**config.mk**
```make
export PLATFORM = sky130hd
export DESIGN_NAME = keyed_wdt
export DESIGN_NICKNAME = d
export VERILOG_FILES = /design/src/rtl/keyed_wdt.sv
export SDC_FILE = /design/constraint.sdc
export NUM_CORES = 1
export LEC_CHECK = 0
export BUFFER_PORTS_ARGS = -buffer_cell sky130_fd_sc_hd__clkbuf_2
export CAP_MARGIN = 20
export CORE_UTILIZATION = 42
export DETAILED_ROUTE_END_ITERATION = 8
export GPL_ROUTABILITY_DRIVEN = 0
export GPL_TIMING_DRIVEN = 0
export SLEW_MARGIN = 20
export SYNTH_ARGS = -nofsm -noshare
export SYNTH_HDL_FRONTEND = slang
export SYNTH_SLANG_ARGS = --single-unit
```
**constraint.sdc**
```tcl
create_clock -name clk -period 2.2 [get_ports clk]
set_input_delay 0.66 -clock clk [delete_from_list [all_inputs] [get_ports clk]]
set_output_delay 0.66 -clock clk [all_outputs]
set_load 0.005 [all_outputs]
```
**src/rtl/keyed_wdt.sv**
```systemverilog
module keyed_wdt #(
  parameter int          CNT_W     = 32,
  parameter int          EXP_LO    = 25,
  parameter int          NUM_SEL   = 6,
  parameter logic [15:0] RST_KEY_A = 16'hAAAA,
  parameter logic [15:0] RST_KEY_B = 16'h5555,
  parameter logic [15:0] UNL_KEY_A = 16'h3333,
  parameter logic [15:0] UNL_KEY_B = 16'hCCCC,
  localparam int         SEL_W     = $clog2(NUM_SEL)
) (
  input  logic             clk,
  input  logic             rst_n,
  input  logic             wr_en,
  input  logic             wr_addr,
  input  logic [15:0]      wr_data,
  input  logic             echo_mode,
  output logic             cfg_en,
  output logic             cfg_rst_en,
  output logic [SEL_W-1:0] cfg_sel,
  output logic             wdt_cause,
  output logic             rst_req
);

  localparam logic [SEL_W-1:0] SEL_MAX = SEL_W'(NUM_SEL - 1);

  typedef enum logic [1:0] {S_IDLE, S_RST1, S_UNL1, S_ARMED} seq_t;

  seq_t             seq_q, seq_d;
  logic             do_restart, do_load;
  logic [CNT_W-1:0] cnt_q, cnt_shift;
  logic             tap, tap_q, expire;
  logic [SEL_W-1:0] new_sel;

  wire ctl_wr  = wr_en && !wr_addr && !echo_mode;
  wire stat_wr = wr_en && wr_addr;

  function automatic seq_t first_key(input logic [15:0] d);
    if (d == RST_KEY_A)      return S_RST1;
    else if (d == UNL_KEY_A) return S_UNL1;
    else                     return S_IDLE;
  endfunction

  always_comb begin
    seq_d      = seq_q;
    do_restart = 1'b0;
    do_load    = 1'b0;
    if (stat_wr) begin
      seq_d = S_IDLE;
    end else if (ctl_wr) begin
      case (seq_q)
        S_ARMED: begin
          do_load = 1'b1;
          seq_d   = S_IDLE;
        end
        S_RST1:
          if (wr_data == RST_KEY_B) begin
            do_restart = 1'b1;
            seq_d      = S_IDLE;
          end else begin
            seq_d = first_key(wr_data);
          end
        S_UNL1:
          if (wr_data == UNL_KEY_B) seq_d = S_ARMED;
          else                      seq_d = first_key(wr_data);
        default: seq_d = first_key(wr_data);
      endcase
    end
  end

  assign new_sel   = (wr_data[SEL_W-1:0] > SEL_MAX) ? SEL_MAX : wr_data[SEL_W-1:0];
  assign cnt_shift = cnt_q >> (EXP_LO + int'(cfg_sel));
  assign tap       = cnt_shift[0];
  assign expire    = tap && !tap_q && cfg_en;

  always_ff @(posedge clk or negedge rst_n) begin
    if (!rst_n) begin
      seq_q      <= S_IDLE;
      cnt_q      <= '0;
      tap_q      <= 1'b0;
      cfg_en     <= 1'b0;
      cfg_rst_en <= 1'b0;
      cfg_sel    <= '0;
      rst_req    <= 1'b0;
      wdt_cause  <= 1'b0;
    end else begin
      seq_q   <= seq_d;
      tap_q   <= tap;
      cnt_q   <= (do_restart || do_load) ? '0 : cnt_q + 1'b1;
      rst_req <= expire && cfg_rst_en;
      if (do_load) begin
        cfg_en     <= wr_data[15];
        cfg_rst_en <= wr_data[14];
        cfg_sel    <= new_sel;
      end
      if (expire && cfg_rst_en)       wdt_cause <= 1'b1;
      else if (stat_wr && wr_data[0]) wdt_cause <= 1'b0;
    end
  end

endmodule

```
# After elaboration in Yosys (flattened, before gate mapping)
# Index checks and enable logic that the tools add are counted.
[totals]
reg_bits = 42
inputBits = 21
[op_classes]
n_addsub = 2
magnitude_cmp = 1
n_eq_ne = 7
shift = 1
mux = 18
n_reduce_logical = 13
[ops]
columns = ["op", "count"]
rows = [
  ["$add A32 B1 Y32 const B", 1],
  ["$eq A16 B16 Y1 const B", 2],
  ["$mux W32", 1],
  ["$shr A32 B6 Y1", 1],
  ["$eq A16 B14 Y1 const B", 1],
  ["$eq A16 B15 Y1 const B", 1],
  ["$mux W2", 6],
  ["$mux W1", 9],
  ["$logic_and A1 B1 Y1", 7],
  ["$add A5 B3 Y6 const A", 1],
  ["$pmux W2 S3", 1],
  ["$eq A2 B2 Y1 const B", 2],
  ["$reduce_bool A2 Y1", 2],
  ["$gt A3 B3 Y1 const B", 1],
  ["$logic_not A1 Y1", 3],
  ["$mux W3", 1],
  ["$eq A2 B1 Y1 const B", 1],
  ["$logic_or A1 B1 Y1", 1],
]

# Longest topological paths before layout
# Gate-level depths: netlist of run 1.
[logic_depth]
ltp_word = 7
ltp_mapped = 6
depth_no_buf = 5

# Worst setup path after synthesis of run 1
# OpenSTA, ideal clock, no wires.
[synth_timing]
path_type = "register to register"
startpoint = "register cnt_q[0]"
endpoint = "register cnt_q[28]"
setup_ps = 77
arrival_time_ps = 2042
t_required_ps = 2123
slack_ps = 81
stages_incl_launch_ff = 7
path_cell_list = "dfrtp_1 > ha_1 > nand4_1 > or4_1 > buf_2 > or4_1 > a21oi_1"
[synth_between]
elab_chain_cells = 2
[synth_rtl]
columns = ["element", "line_no", "source"]
rows = [
  ["start: declaration", "30", "logic [CNT_W-1:0] cnt_q, cnt_shift;"],
  ["start signal: assignment", "88", "cnt_q <= (do_restart || do_load) ? '0 : cnt_q + 1'b1;"],
  ["$add A32 B1 Y32", "88", ""],
  ["$mux W32", "88", ""],
]
# Every way passes these cells.
# A chain may end at the register's enable or synchronous reset.

# Worst setup path in the final report of run 1
[layout_timing]
startpoint = "register cnt_q[6]"
endpoint = "register cnt_q[26]"
# The elaborated chain is that of the path after synthesis.

==> results of run 1 <==
## layout make-up
class / instances / area (um2)
Sequential cell: 42 / 1050
Fill cell: 509 / 2520
Clock buffer: 5 / 68.8
Buffer: 9 / 67.6
Clock inverter: 3 / 25.0
Inverter: 4 / 15.0
Tap cell: 70 / 87.6
Timing Repair Buffer: 30 / 160
Multi-Input combinational cell: 171 / 1140
## metrics by stage
step                      setup slack [ns]  utilization   TNS, ns  hold slack, ns  power, mW
after floorplan                     0.0806            -         0           0.364      0.798
after global placement              -0.248        0.481     -4.79           0.463      0.837
after detailed placement            -0.270        0.481     -5.22           0.469      0.837
after CTS                           0.0434        0.504         0           0.495       1.36
after global routing              -0.00331        0.509  -0.00331           0.382       1.40
final                                0.111        0.509         0           0.339       1.34
## kinds of logic (layout without fill, tap and decap cells)
group           count (synthesis)  in the layout
xor+xnor                       13             13
compound gates                 48             48
fa+ha+maj                       1              1
buf+inv                        13             51
mux                             5              5
flops                          42             42
simple gates                  104            104
## repair_timing
item                                    4_1_cts  5_1_grt
endpoints found under the setup margin        4       25
resized for setup                             1        9
pin swaps                                     0        2
setup buffers                                 3        0
## per-layer routing
layer	part of all wire	global-route usage	up-vias
li1	-	-	946
met3	0.023	0.0402	4
met4	0.0079	0.0576	0
met2	0.45	0.282	21
met5	0	0	-
met1	0.52	0.284	887
## synth_stat cells, drive strengths merged (5+ instances only)
cell,instances,area [um2]
nand2,17,63.8
o31ai,9,67.6
dfrtp,42,1050
xnor2,7,61.3
a21oi,19,95.1
nor4bb,6,60.1
nand4,13,96.3
or3,6,38.8
xor2,6,52.6
or4,11,86.3
nand3,12,60.1
nor2,17,63.8
buf,5,46.3
o21ai,9,45.0
## flip-flops by register name (all words and copies together), names as in the netlist
name and count:
rst_req 1, seq_q 2, cfg_sel 3, wdt_cause 1, cfg_rst_en 1, tap_q 1
cnt_q 32, cfg_en 1
## power by group through the flow
stage          combinational, mW  sequential [mW]  clock (mW)
2_1_floorplan             0.0110            0.787           0
3_3_place_gp              0.0500            0.787           0
3_5_place_dp              0.0506            0.787           0
4_1_cts                   0.0507            0.771       0.543
5_1_grt                   0.0586            0.771       0.573
6_report                  0.0498            0.771       0.523
## how the worst max path moves through the flow
| stage | endpoint | start | slack (ns) |
|---|---|---|---|
| floorplan | cnt_q[28] | cnt_q[0] | 0.08 |
| global placement | cnt_q[23] | wr_data[14] | -0.25 |
| detailed placement | cnt_q[23] | wr_data[14] | -0.27 |
| CTS | cnt_q[28] | cnt_q[0] | 0.04 |
| global route | cnt_q[29] | cnt_q[2] | -0.003 |
| finish | cnt_q[26] | cnt_q[6] | 0.11 |
==> results.cfg, run 1 <==
[sta]
worst_pin_slew_ns = 0.533
maxClockFrequency_mhz = 479
hold_viol_final = 0
maxSlewViolCount = 0
min_period_over_period = 0.950
rsz0062_at_grt = true
setup_viol = 0
clock_skew_ns = 0.00938
fin_crit_ns = 2.09
slew_headroom = 0.645

[grt]
grt_max_degree = 43
antenna_found_initial = 0
grt.overflow.total = 0
grt_pass1_wl_mm = 8.16
grt_pass1_vias = 1728
grt_use_total = 0.192

[flow_run]
drv_cap = 0

[worst_setup_path]
worst-setup-path-type = flop to flop
timing.rr.end = cnt_q[26]
cpPeakStageDelay_ns = 0.54
crit_fanout = 9
crit_top_cell = or4_1
reg2reg_slack_ns = 0.11
path_cells = nand4_4 > or4_1 > buf_4 > or4_1 > a21oi_2
worstPathRequired_ns = 2.44
startpoint_type = flop
r2r_cells = 5
crit_slowest_cell = or4_1
worstPathBufferInverterCount = 1
arrival_ns = 2.33
cp.depth = 5
end_kind = flop
reg2reg_from = cnt_q[6]
critPathTopFamily = simple AND/OR/NAND/NOR gates

[die]
die_y_um = 75.2
die_x_um = 75.2
start_util = 0.438
rows = 26
ios = 28
fp.dieArea_um2 = 5660
core_um2 = 5140

[clock_network]
clk_latency_ns = 0.30
cts_max_path_buffers = 2
clock_sinks = 42
cts_tree = built
holdBufCountCts = 0
clk_pin_slew_worst_paths_ns = 0.09
numCtsBuffers = 5
clockRootBuffer = clkbuf_8
cts.htree.levels = 2

[synthesis]
syn_area_per_cell_um2 = 9.96
synthFlopType = dfrtp_1
async_reset_ff_frac = 1.00
synth-edff-count = 0
synth_compound_gate_area_share = 0.133
synth_xor_area_frac = 0.0506
synth_seq_cells = 42
yosysUniqueCellTypes = 47
synth_fa_ha_area_frac = 0.00556
synth_cells = 226
ys_warn_count = 0
synth.mux.area_fraction = 0.0295
synth_top_family_by_area = simple AND/OR/NAND/NOR gates
syn-cell-area_um2 = 2250
synth_seq_area_share = 0.467
yosys.area_share.simple = 0.280
synth_nets = 248

[routing]
vias = 1858
dr.pass1.iters = 5
drt-vias-per-instance = 5.56
ant_nets = 0
drtIter0Drc = 99
drc = 0
routed_wl_mm = 4.82
wl_per_cell_um = 14.4

[finish]
final_cell_mix = dfrtp_1, clkbuf_2, a21oi_1, nand2_1, nor2_1
num_antenna_cells = 0
nets = 285
drive_gt1_frac = 0.231
finalInstanceArea_um2 = 2620
area_growth_pct = 16.2
finalNonFillerCells = 334
final_common_cell = dfrtp_1

[pwr]
peakVddDrop_v = 0.000378
clockPowerShare = 0.389
swShare = 0.240
leakagePower_nw = 1.07
p_seq_frac = 0.574
internal_power_mw = 1.02
combPwrFrac = 0.037
switchingPower_mw = 0.323
powerDensity_nw_per_um2 = 514

[worst_hold_path]
worstHoldPathType = primary input to async pin

[placement]
placed_area_um2 = 2470
port_buffers = 27
place_hpwl_mm = 3.37
dp_cells = 323

[outcome]
outcome = finished clean
Note: power is estimated with default switching activity, not from simulation.
==> run 2, diff against run 1 <==
--- a/config.mk
+++ b/config.mk
@@ -5,8 +5,8 @@
 export SDC_FILE = /design/constraint.sdc
 export NUM_CORES = 1
 export LEC_CHECK = 0
+export ABC_AREA = 1
 export BUFFER_PORTS_ARGS = -buffer_cell sky130_fd_sc_hd__clkbuf_2
-export CAP_MARGIN = 20
 export CORE_UTILIZATION = 42
 export DETAILED_ROUTE_END_ITERATION = 8
 export GPL_ROUTABILITY_DRIVEN = 0
==> results.cfg, run 2 <==
[outcome]
outcome = finished clean

[routing]
routed_wl_mm = 5.80
dr.pass1.iters = 4
ant_nets = 0
wl_per_cell_um = 12.0
drt-vias-per-instance = 4.80
drc = 0
vias = 2316
drtIter0Drc = 100

[sta]
slew_headroom = 0.383
setup_viol = 0
clock_skew_ns = 0.0125
worst_pin_slew_ns = 0.926
rsz0062_at_grt = false
maxClockFrequency_mhz = 614
setup_tns_ns = 0
fin_crit_ns = 1.63
min_period_over_period = 0.740
hold_viol_final = 0
setup_slack_ns = 0.572
maxSlewViolCount = 0

[worst_setup_path]
path_cells = clkbuf_2 > inv_2 > nor2_1 > nand2_1 > nor2_1 > nand2_1 > nand2_2 > nand2_2 > clkinv_2 > buf_4 > nor2_1
worstPathRequired_ns = 2.39
reg2reg_slack_ns = 0.64
timing.rr.end = cnt_q[28]
reg2reg_from = cnt_q[0]
worstPathBufferInverterCount = 4
crit_start = wr_data[0]
startpoint_type = primary input
cpPeakStageDelay_ns = 0.21
r2r_cells = 8
crit_slowest_cell = buf_4
end_kind = flop
critPathTopFamily = simple AND/OR/NAND/NOR gates
worst-setup-path-type = primary input to flop
cp.depth = 11
crit_fanout = 10
crit_top_cell = nor2_1
crit_path_end = cnt_q[28]
arrival_ns = 1.82

[synthesis]
synthFlopType = dfrtp_1
synth.most_common_cell = nand2_1
synth_seq_cells = 42
synth_top_area_cell = dfrtp_1
synth_seq_area_share = 0.403
yosys.area_share.simple = 0.415
synth_cells = 373
synth-edff-count = 0
ys_top_cells_by_count = nand2_1, nor2_1, inv_1
synth.mux.area_fraction = 0
synth_compound_gate_area_share = 0.0456
yosysTopAreaCellShare = 0.403
synth_top_family_by_area = simple AND/OR/NAND/NOR gates
yosysUniqueCellTypes = 29
synth_nets = 395
async_reset_ff_frac = 1.00
syn_area_per_cell_um2 = 6.98
syn-cell-area_um2 = 2600
synth_fa_ha_area_frac = 0.00480
synth_xor_area_frac = 0.0336
ys_warn_count = 0
yosys-top-cells-area = dfrtp_1, nand2_1, nor2_1

[finish]
largest_register_ff_count = 32
num_antenna_cells = 0
finalNonFillerCells = 483
top_register = cnt_q
nets = 429
final_common_cell = nand2_1
area_growth_pct = 12.4
largestRegisters = cnt_q (32), cfg_sel (3), seq_q (2)
drive_gt1_frac = 0.184
final_cell_mix = nand2_1, nor2_1, inv_1, dfrtp_1, clkbuf_2
fillers = 644

[clock_network]
cts.htree.levels = 2
cts_tree = built
cts_max_path_buffers = 2
clock_sinks = 42
clk_latency_ns = 0.31
holdBufCountCts = 0
cts_resized = 0
cts_setup_buffers = 0
clk_pin_slew_worst_paths_ns = 0.10
numCtsBuffers = 5
clockRootBuffer = clkbuf_8

[grt]
grt_max_degree = 43
grt_pass1_wl_mm = 10.0
grt.overflow.total = 0
antenna_found_initial = 0
grt_use_total = 0.203
grt_pass1_vias = 2199

[die]
core_um2 = 5960
rows = 28
ios = 28
fp.dieArea_um2 = 6520
start_util = 0.437
die_y_um = 80.8
die_x_um = 80.8

[pwr]
powerDensity_nw_per_um2 = 788
leakagePower_nw = 1.53
peakVddDrop_v = 0.000462

[flow_run]
drv_cap = 0

[placement]
place_hpwl_mm = 4.59
dp_cells = 475
port_buffers = 27
pre_cts_ws_ns = 0.244

[worst_hold_path]
worstHoldPathType = primary input to async pin
[run 2: cells by family after synthesis]
family                   count (synthesis)
flip-flops                              42
AND/OR/NAND/NOR                        233
buffers and inverters                   65
AO/OA/AOI/OAI                           22
adder cells (fa/ha/maj)                  1
XOR/XNOR                                10
[run 2: layer usage]
metal / wire (um) / vias to the layer above / track usage
li1: - / 1212 / -
met1: 2700 / 1065 / 0.258
met2: 2850 / 33 / 0.349
met3: 180 / 6 / 0.0371
met4: 72 / 0 / 0.0643
met5: 0 / - / 0
[run 2: area by class of cell]
cell class | instances | area (um2) | share of cell area
Sequential cell | 42 | 1050 | 0.359
Inverter | 63 | 238 | 0.0812
Tap cell | 75 | 93.8 | 0.0321
Clock inverter | 3 | 25.0 | 0.00855
Buffer | 2 | 15.0 | 0.00513
Multi-Input combinational cell | 266 | 1300 | 0.444
Timing Repair Buffer | 27 | 135 | 0.0462
Clock buffer | 5 | 68.8 | 0.0235
[run 2: worst min-delay path by stage]
stage / from / cells past startpoint / to / slack, ns
final: rst_n / 1 / cnt_q[13] / 0.48
after global routing: cnt_q[0] / 1 / cnt_q[0] / 0.50
after detailed placement: cnt_q[0] / 1 / cnt_q[0] / 0.47
after floorplan: rst_n / 0 / cfg_en / 0.36
after global placement: seq_q[1] / 2 / seq_q[1] / 0.47
after CTS: cnt_q[0] / 1 / cnt_q[0] / 0.49
[run 2: report_power, final]
part | total (mW) | internal [mW] | leakage [nW] | switching [mW]
combinational | 0.690 | 0.242 | 1.02 | 0.448
clock | 0.529 | 0.229 | 0.0447 | 0.299
sequential | 1.09 | 0.920 | 0.463 | 0.167
[run 2: worst reg2reg max path: stages, from the launching register on]
cell and delay (ns):
dfrtp_1 0.39, ha_1 0.20, nand2_1 0.09, nor2_1 0.10
inv_1 0.07, nor3_2 0.34, nand3_1 0.12, nand2_1 0.09
nor2_1 0.04
[run 2: through the flow]
stage | power (mW) | instance area, um2 | hold slack [ns] | utilization
after floorplan | 1.61 | 2610 | 0.364 | -
after global placement | 1.79 | 2830 | 0.467 | 0.476
after detailed placement | 1.80 | 2830 | 0.473 | 0.476
after CTS | 2.33 | 2930 | 0.488 | 0.492
after global routing | 2.50 | 2930 | 0.497 | 0.492
final | 2.31 | 2930 | 0.484 | 0.492
